## config.mk

```make
export PLATFORM = sky130hd
export DESIGN_NAME = mshr_file
export DESIGN_NICKNAME = d
export VERILOG_FILES = /design/src/rtl/mshr_pkg.sv /design/src/rtl/mshr_entry.sv /design/src/rtl/mshr_alloc.sv /design/src/rtl/mshr_replay.sv /design/src/rtl/mshr_file.sv
export SDC_FILE = /design/constraint.sdc
export NUM_CORES = 1
export LEC_CHECK = 0
export BUFFER_PORTS_ARGS = -buffer_cell sky130_fd_sc_hd__buf_2
export CORE_MARGIN = 3
export CORE_UTILIZATION = 30
export DETAILED_ROUTE_END_ITERATION = 12
export GPL_ROUTABILITY_DRIVEN = 0
export PLACE_DENSITY = 0.43
export SLEW_MARGIN = 20
export SYNTH_ARGS = -nofsm -noshare
export SYNTH_HDL_FRONTEND = slang
export SYNTH_SLANG_ARGS = --single-unit
```

## constraint.sdc

```tcl
create_clock -name clk -period 5.36 [get_ports clk]
set_input_delay 0.536 -clock clk [delete_from_list [all_inputs] [get_ports clk]]
set_output_delay 0.536 -clock clk [all_outputs]
set_load 0.02 [all_outputs]
```

## src/rtl/mshr_pkg.sv

```systemverilog
package mshr_pkg;
    parameter int ENTRIES = 4;
    parameter int TARGETS = 4;
    parameter int BLK_W   = 26;
    parameter int WORD_W  = 4;
    parameter int TAG_W   = 6;

    localparam int ID_W  = (ENTRIES > 1) ? $clog2(ENTRIES) : 1;
    localparam int CNT_W = $clog2(TARGETS + 1);
    localparam int PTR_W = (TARGETS > 1) ? $clog2(TARGETS) : 1;

    typedef logic [BLK_W-1:0] blk_t;
    typedef logic [ID_W-1:0]  id_t;

    typedef struct packed {
        logic [WORD_W-1:0] word;
        logic [TAG_W-1:0]  tag;
    } target_t;

    typedef enum logic [1:0] {
        ST_FREE  = 2'd0,
        ST_WAIT  = 2'd1,
        ST_READY = 2'd2
    } ent_state_e;

    function automatic id_t lowest_set(input logic [ENTRIES-1:0] v);
        id_t r;
        r = '0;
        for (int i = ENTRIES - 1; i >= 0; i--) begin
            if (v[i]) r = id_t'(i);
        end
        return r;
    endfunction
endpackage

```

## src/rtl/mshr_entry.sv

```systemverilog
module mshr_entry
    import mshr_pkg::*;
(
    input  logic    clk,
    input  logic    rst,
    input  logic    alloc,
    input  logic    merge,
    input  logic    fill,
    input  logic    pop,
    input  blk_t    lk_blk,
    input  target_t tgt_in,
    output logic    busy,
    output logic    ready,
    output logic    hit,
    output logic    full,
    output target_t head,
    output blk_t    blk_q
);
    ent_state_e       state;
    logic [CNT_W-1:0] cnt;
    logic [PTR_W-1:0] rd;
    target_t          slots [TARGETS];
    logic             last;

    assign busy  = (state != ST_FREE);
    assign ready = (state == ST_READY);
    assign hit   = busy && (blk_q == lk_blk);
    assign full  = (cnt == CNT_W'(TARGETS));
    assign head  = slots[rd];
    assign last  = (CNT_W'(rd) + CNT_W'(1)) == cnt;

    always_ff @(posedge clk) begin
        if (rst) begin
            state <= ST_FREE;
            cnt   <= '0;
            rd    <= '0;
        end else if (alloc) begin
            state    <= ST_WAIT;
            blk_q    <= lk_blk;
            slots[0] <= tgt_in;
            cnt      <= CNT_W'(1);
            rd       <= '0;
        end else begin
            if (merge) begin
                slots[PTR_W'(cnt)] <= tgt_in;
            end
            cnt <= cnt + CNT_W'(merge);
            if (fill && state == ST_WAIT) begin
                state <= ST_READY;
            end
            if (pop) begin
                rd <= rd + PTR_W'(1);
                if (last && !merge) begin
                    state <= ST_FREE;
                end
            end
        end
    end

    assert_merge_has_room_R6: assert property (@(posedge clk) disable iff (rst)
        merge |-> !full);

    assert_alloc_only_free_R2: assert property (@(posedge clk) disable iff (rst)
        alloc |-> (state == ST_FREE));

    assert_pop_only_ready_R7: assert property (@(posedge clk) disable iff (rst)
        pop |-> (state == ST_READY));
endmodule

```

## src/rtl/mshr_alloc.sv

```systemverilog
module mshr_alloc
    import mshr_pkg::*;
(
    input  logic               clk,
    input  logic               rst,
    input  logic               miss_valid,
    input  blk_t               miss_blk,
    input  logic [ENTRIES-1:0] hit_vec,
    input  logic [ENTRIES-1:0] full_vec,
    input  logic [ENTRIES-1:0] busy_vec,
    output logic               stall,
    output logic [ENTRIES-1:0] alloc_vec,
    output logic [ENTRIES-1:0] merge_vec,
    output logic               req_valid,
    output blk_t               req_blk,
    output id_t                req_id
);
    logic hit_any;
    logic hit_full;
    logic has_free;
    logic accept;
    id_t  free_id;

    assign hit_any  = |hit_vec;
    assign hit_full = |(hit_vec & full_vec);
    assign has_free = |(~busy_vec);
    assign free_id  = lowest_set(~busy_vec);

    assign stall  = miss_valid && (hit_any ? hit_full : !has_free);
    assign accept = miss_valid && !stall;

    assign merge_vec = (accept && hit_any) ? hit_vec : '0;
    assign alloc_vec = (accept && !hit_any) ? (ENTRIES'(1) << free_id) : '0;

    always_ff @(posedge clk) begin
        if (rst) begin
            req_valid <= 1'b0;
            req_blk   <= '0;
            req_id    <= '0;
        end else begin
            req_valid <= accept && !hit_any;
            req_blk   <= miss_blk;
            req_id    <= free_id;
        end
    end

    assert_single_match_R3: assert property (@(posedge clk) disable iff (rst)
        $onehot0(hit_vec));

    assert_stall_when_full_R5: assert property (@(posedge clk) disable iff (rst)
        (miss_valid && (hit_vec == '0) && (&busy_vec)) |-> stall);
endmodule

```

## src/rtl/mshr_replay.sv

```systemverilog
module mshr_replay
    import mshr_pkg::*;
(
    input  logic                  clk,
    input  logic                  rst,
    input  logic [ENTRIES-1:0]    ready_vec,
    input  target_t [ENTRIES-1:0] head_arr,
    input  blk_t [ENTRIES-1:0]    blk_arr,
    output logic [ENTRIES-1:0]    pop_vec,
    output logic                  resp_valid,
    output blk_t                  resp_blk,
    output logic [WORD_W-1:0]     resp_word,
    output logic [TAG_W-1:0]      resp_tag
);
    logic any_ready;
    logic draining;
    id_t  cur;
    id_t  sel;

    assign any_ready = |ready_vec;
    assign sel       = (draining && ready_vec[cur]) ? cur : lowest_set(ready_vec);
    assign pop_vec   = any_ready ? (ENTRIES'(1) << sel) : '0;

    always_ff @(posedge clk) begin
        if (rst) begin
            draining   <= 1'b0;
            cur        <= '0;
            resp_valid <= 1'b0;
            resp_blk   <= '0;
            resp_word  <= '0;
            resp_tag   <= '0;
        end else begin
            draining   <= any_ready;
            cur        <= sel;
            resp_valid <= any_ready;
            resp_blk   <= blk_arr[sel];
            resp_word  <= head_arr[sel].word;
            resp_tag   <= head_arr[sel].tag;
        end
    end

    assert_one_pop_R10: assert property (@(posedge clk) disable iff (rst)
        $onehot0(pop_vec));

    assert_pop_is_ready_R7: assert property (@(posedge clk) disable iff (rst)
        ((pop_vec & ~ready_vec) == '0));
endmodule

```

## src/rtl/mshr_file.sv

```systemverilog
module mshr_file
    import mshr_pkg::*;
(
    input  logic              clk,
    input  logic              rst,
    input  logic              miss_valid,
    input  logic [BLK_W-1:0]  miss_blk,
    input  logic [WORD_W-1:0] miss_word,
    input  logic [TAG_W-1:0]  miss_tag,
    output logic              stall,
    output logic              req_valid,
    output logic [BLK_W-1:0]  req_blk,
    output logic [ID_W-1:0]   req_id,
    input  logic              fill_valid,
    input  logic [ID_W-1:0]   fill_id,
    output logic              resp_valid,
    output logic [BLK_W-1:0]  resp_blk,
    output logic [WORD_W-1:0] resp_word,
    output logic [TAG_W-1:0]  resp_tag
);
    logic [ENTRIES-1:0]    hit_vec;
    logic [ENTRIES-1:0]    full_vec;
    logic [ENTRIES-1:0]    busy_vec;
    logic [ENTRIES-1:0]    ready_vec;
    logic [ENTRIES-1:0]    alloc_vec;
    logic [ENTRIES-1:0]    merge_vec;
    logic [ENTRIES-1:0]    pop_vec;
    target_t [ENTRIES-1:0] head_arr;
    blk_t [ENTRIES-1:0]    blk_arr;
    target_t               miss_tgt;

    assign miss_tgt = '{word: miss_word, tag: miss_tag};

    for (genvar g = 0; g < ENTRIES; g++) begin : g_ent
        mshr_entry u_ent (
            .clk    (clk),
            .rst    (rst),
            .alloc  (alloc_vec[g]),
            .merge  (merge_vec[g]),
            .fill   (fill_valid && (fill_id == ID_W'(g))),
            .pop    (pop_vec[g]),
            .lk_blk (miss_blk),
            .tgt_in (miss_tgt),
            .busy   (busy_vec[g]),
            .ready  (ready_vec[g]),
            .hit    (hit_vec[g]),
            .full   (full_vec[g]),
            .head   (head_arr[g]),
            .blk_q  (blk_arr[g])
        );
    end

    mshr_alloc u_alloc (
        .clk        (clk),
        .rst        (rst),
        .miss_valid (miss_valid),
        .miss_blk   (miss_blk),
        .hit_vec    (hit_vec),
        .full_vec   (full_vec),
        .busy_vec   (busy_vec),
        .stall      (stall),
        .alloc_vec  (alloc_vec),
        .merge_vec  (merge_vec),
        .req_valid  (req_valid),
        .req_blk    (req_blk),
        .req_id     (req_id)
    );

    mshr_replay u_replay (
        .clk        (clk),
        .rst        (rst),
        .ready_vec  (ready_vec),
        .head_arr   (head_arr),
        .blk_arr    (blk_arr),
        .pop_vec    (pop_vec),
        .resp_valid (resp_valid),
        .resp_blk   (resp_blk),
        .resp_word  (resp_word),
        .resp_tag   (resp_tag)
    );

    assert_req_not_merged_R3: assert property (@(posedge clk) disable iff (rst)
        (|merge_vec) |=> !req_valid);
endmodule

```

==> metrics.cfg <==
[yosys]
synth_xor_area_share_pct=7.21
syn_inst=928
synthArstFlopShare_pct=0
synth_top_family_by_area=multiplexers
yosys.area_share.simple_pct=9.03
yosys_warnings=0
synth_area_um2=15100
synth_compound_area_share_pct=1.99
yosysMostFrequentCell=edfxtp_1
yosys-top-cells-count=264 x edfxtp_1, 104 x dfxtp_1, 89 x xor2_1
synth_top_area_share_pct=52.7
synth_enable_flop_cells=264
synth_ff_type=edfxtp_1
synth_fp_nets=982
synthDistinctLibCells=55
synth_seq_area_share_pct=66.5
syn_avg_cell_area_um2=16.2
synth.mux.area_fraction_pct=12.0
synth_fa_ha_area_share_pct=0.997
synthTopCellsByArea=edfxtp_1 53%, dfxtp_1 14%, mux4_2 12%
synth_top_area_cell=edfxtp_1
synth-seq-cells=368

[timing]
layout_min_cycle_time_ns=4.08
relSlewSlack_pct=43.8
finalCritPeriodShare_pct=76.2
clock_skew_ns=0.0262
finalHoldViolations=0
rsz0062_at_grt=false
worst_pin_slew_ns=0.832
max_freq_ghz=0.245
slew_viol_final=0
fin_setup_tns_ns=0
setup_viol=0

[grt]
grt_pass1_wl_um=59600
grt_max_degree=52
track_usage_pct=15.3
antenna_found_initial=4
grt_pass1_vias=8664
grt_overflow=0

[power_and_ir_drop]
powerDensity_nw_per_um2=355
comb_power_share_pct=5.2
power_frac_seq_pct=49.2
clkPwrFrac_pct=45.6
ir_worst_vdd_mv=0.205
leakage_nw=6.23
switchingPower_mw=1.43
power.internal_mw=4.92
netSwitchingFraction_pct=22.5

[setup_path]
cp_max_fo=10
cpMaxStageDelayCell=nor4_1
cp.required_ns=4.82
critical_path_depth=8
endpoint_kind=output port
cpPeakStageDelay_ns=0.54
critical_path_arrival_ns=3.55
crit_type=reg -> out
startpoint_type=register
crit_family=simple AND/OR/NAND/NOR gates
reg2reg_depth=8
critPathBufInv=1
path_cells=xor2_1 > nor4_1 > nand4_1 > nand4b_1 > o221a_2 > o21a_1 > a21oi_1 > buf_2

[drt]
ant_nets=0
drt-initial-drc-count=488
post-route-drc-count=0
wirelength_um=40300
wl_per_cell_um=23.0
via_per_inst=4.68
dr.pass1.iters=5
vias=8193

[layout]
antenna_cells=0
num-nets-final=1104
area_growth_pct=18.7
nFillCells=4781
fin_util_pct=36.3
drive_gt1_share_pct=28.5

[clock_tree]
clkTransAtPathRegs_ns=0.06
cts_resized=0
clock_sinks=368
cts_tree=yes
holdBufCountCts=0
worst_skew_pair.late_latency_ns=0.57
clock_path_buffers=3
htreeDepth=2
numCtsBuffers=44
post_cts_buffers=0
root_buffer=clkbuf_16

[die]
initial_core_util_pct=30.6
rows=81
die_x_um=230
die_h_um=230
ioPinCount=109
coreArea_um2=49300
dieArea_um2=52900

[place]
place_hpwl_um=27300
io_buffers=108

[worst_hold_path]
hold_class=in -> reg
whs_path_depth=1

[status]
status=completed

[flow_run]
cap_viol_max_count=0

registers in the layout, indices dropped and copies added, names as in the netlist, named ones only:
name                 flops
u_alloc.req_blk         26
u_alloc.req_valid        1
g_ent.u_ent.slots      160
u_replay.resp_tag        6
u_replay.resp_blk       26
g_ent.u_ent.blk_q      104
g_ent.u_ent.state        8
u_replay.resp_word       4
g_ent.u_ent.rd           8
u_replay.resp_valid      1
u_replay.cur             2
u_alloc.req_id           2
g_ent.u_ent.cnt         12
per-stage QoR:
step	total power, mW	hold WS [ns]	instance area, µm²	worst slack [ns]	std cells
2_1_floorplan	3.37	0.472	15100	1.73	928
3_3_place_gp	3.52	0.502	16400	1.27	1666
3_5_place_dp	3.52	0.511	16500	1.21	1668
4_1_cts	6.45	0.270	17900	1.22	1750
5_1_grt	6.59	0.301	17900	0.983	1750
6_report	6.35	0.305	17900	1.28	1750
cells in the final DEF (no fill, tap or decap), types with 4 or more instances in the layout:
cell type,count
edfxtp_1,264
buf_2,108
dfxtp_1,104
xor2_1,89
mux4_2,77
clkbuf_16,45
and2_1,41
nor4_1,35
xnor2_1,35
nor2b_1,30
buf_4,22
nand2_1,19
nor2_1,18
and3_1,14
clkbuf_1,14
nand4_1,13
nor3_1,13
inv_1,13
ha_1,12
nor4_2,11
a21oi_1,11
nand3_1,8
clkbuf_8,8
or3_1,6
clkinv_2,6
a211oi_1,5
o21bai_1,4
nor2_2,4
cell families after synthesis:
kind of cell / after synthesis
AO/OA/AOI/OAI: 40
XOR/XNOR: 124
adder cells (fa/ha/maj): 12
buffers and inverters: 71
flip-flops: 368
multiplexers: 83
AND/OR/NAND/NOR: 230
power by group through the flow:
stage | Clock, mW | Combinational, mW | Sequential [mW]
after global placement | 0 | 0.336 | 3.19
after detailed placement | 0 | 0.336 | 3.19
final | 2.90 | 0.327 | 3.13
after global routing | 3.10 | 0.356 | 3.13
after floorplan | 0 | 0.155 | 3.21
after CTS | 2.99 | 0.337 | 3.13
layout make-up:
type	instances	area [µm²]	area share, %
repair buffers	133	768	4.30
inverters	14	52.6	0.294
flip-flops and latches	368	10000	56.0
multi-input cells	489	4800	26.8
well taps	664	831	4.65
clock buffers	67	1290	7.21
clock inverters	15	126	0.707
routing by layer:
metal	vias to the layer above	share of wire (%)	global-route usage (%)
li1	3785	-	-
met2	175	50	26.1
met1	4163	44	19.8
met4	4	2.3	4.58
met3	66	4.1	2.89
met5	-	0.079	0
worst paths after layout:
check / from / endpoint / slack (ns)
setup / recovery: g_ent[2].u_ent.blk_q[25] / stall / 1.28
hold / removal: miss_blk[15] / g_ent[0].u_ent.blk_q[15] / 0.30
setup reg to reg: g_ent[2].u_ent.blk_q[25] / g_ent[0].u_ent.slots[0][5] / 1.52
hold reg to reg: g_ent[0].u_ent.state[0] / g_ent[0].u_ent.state[0] / 0.53
No activity file was read; power rests on OpenSTA's default activity.
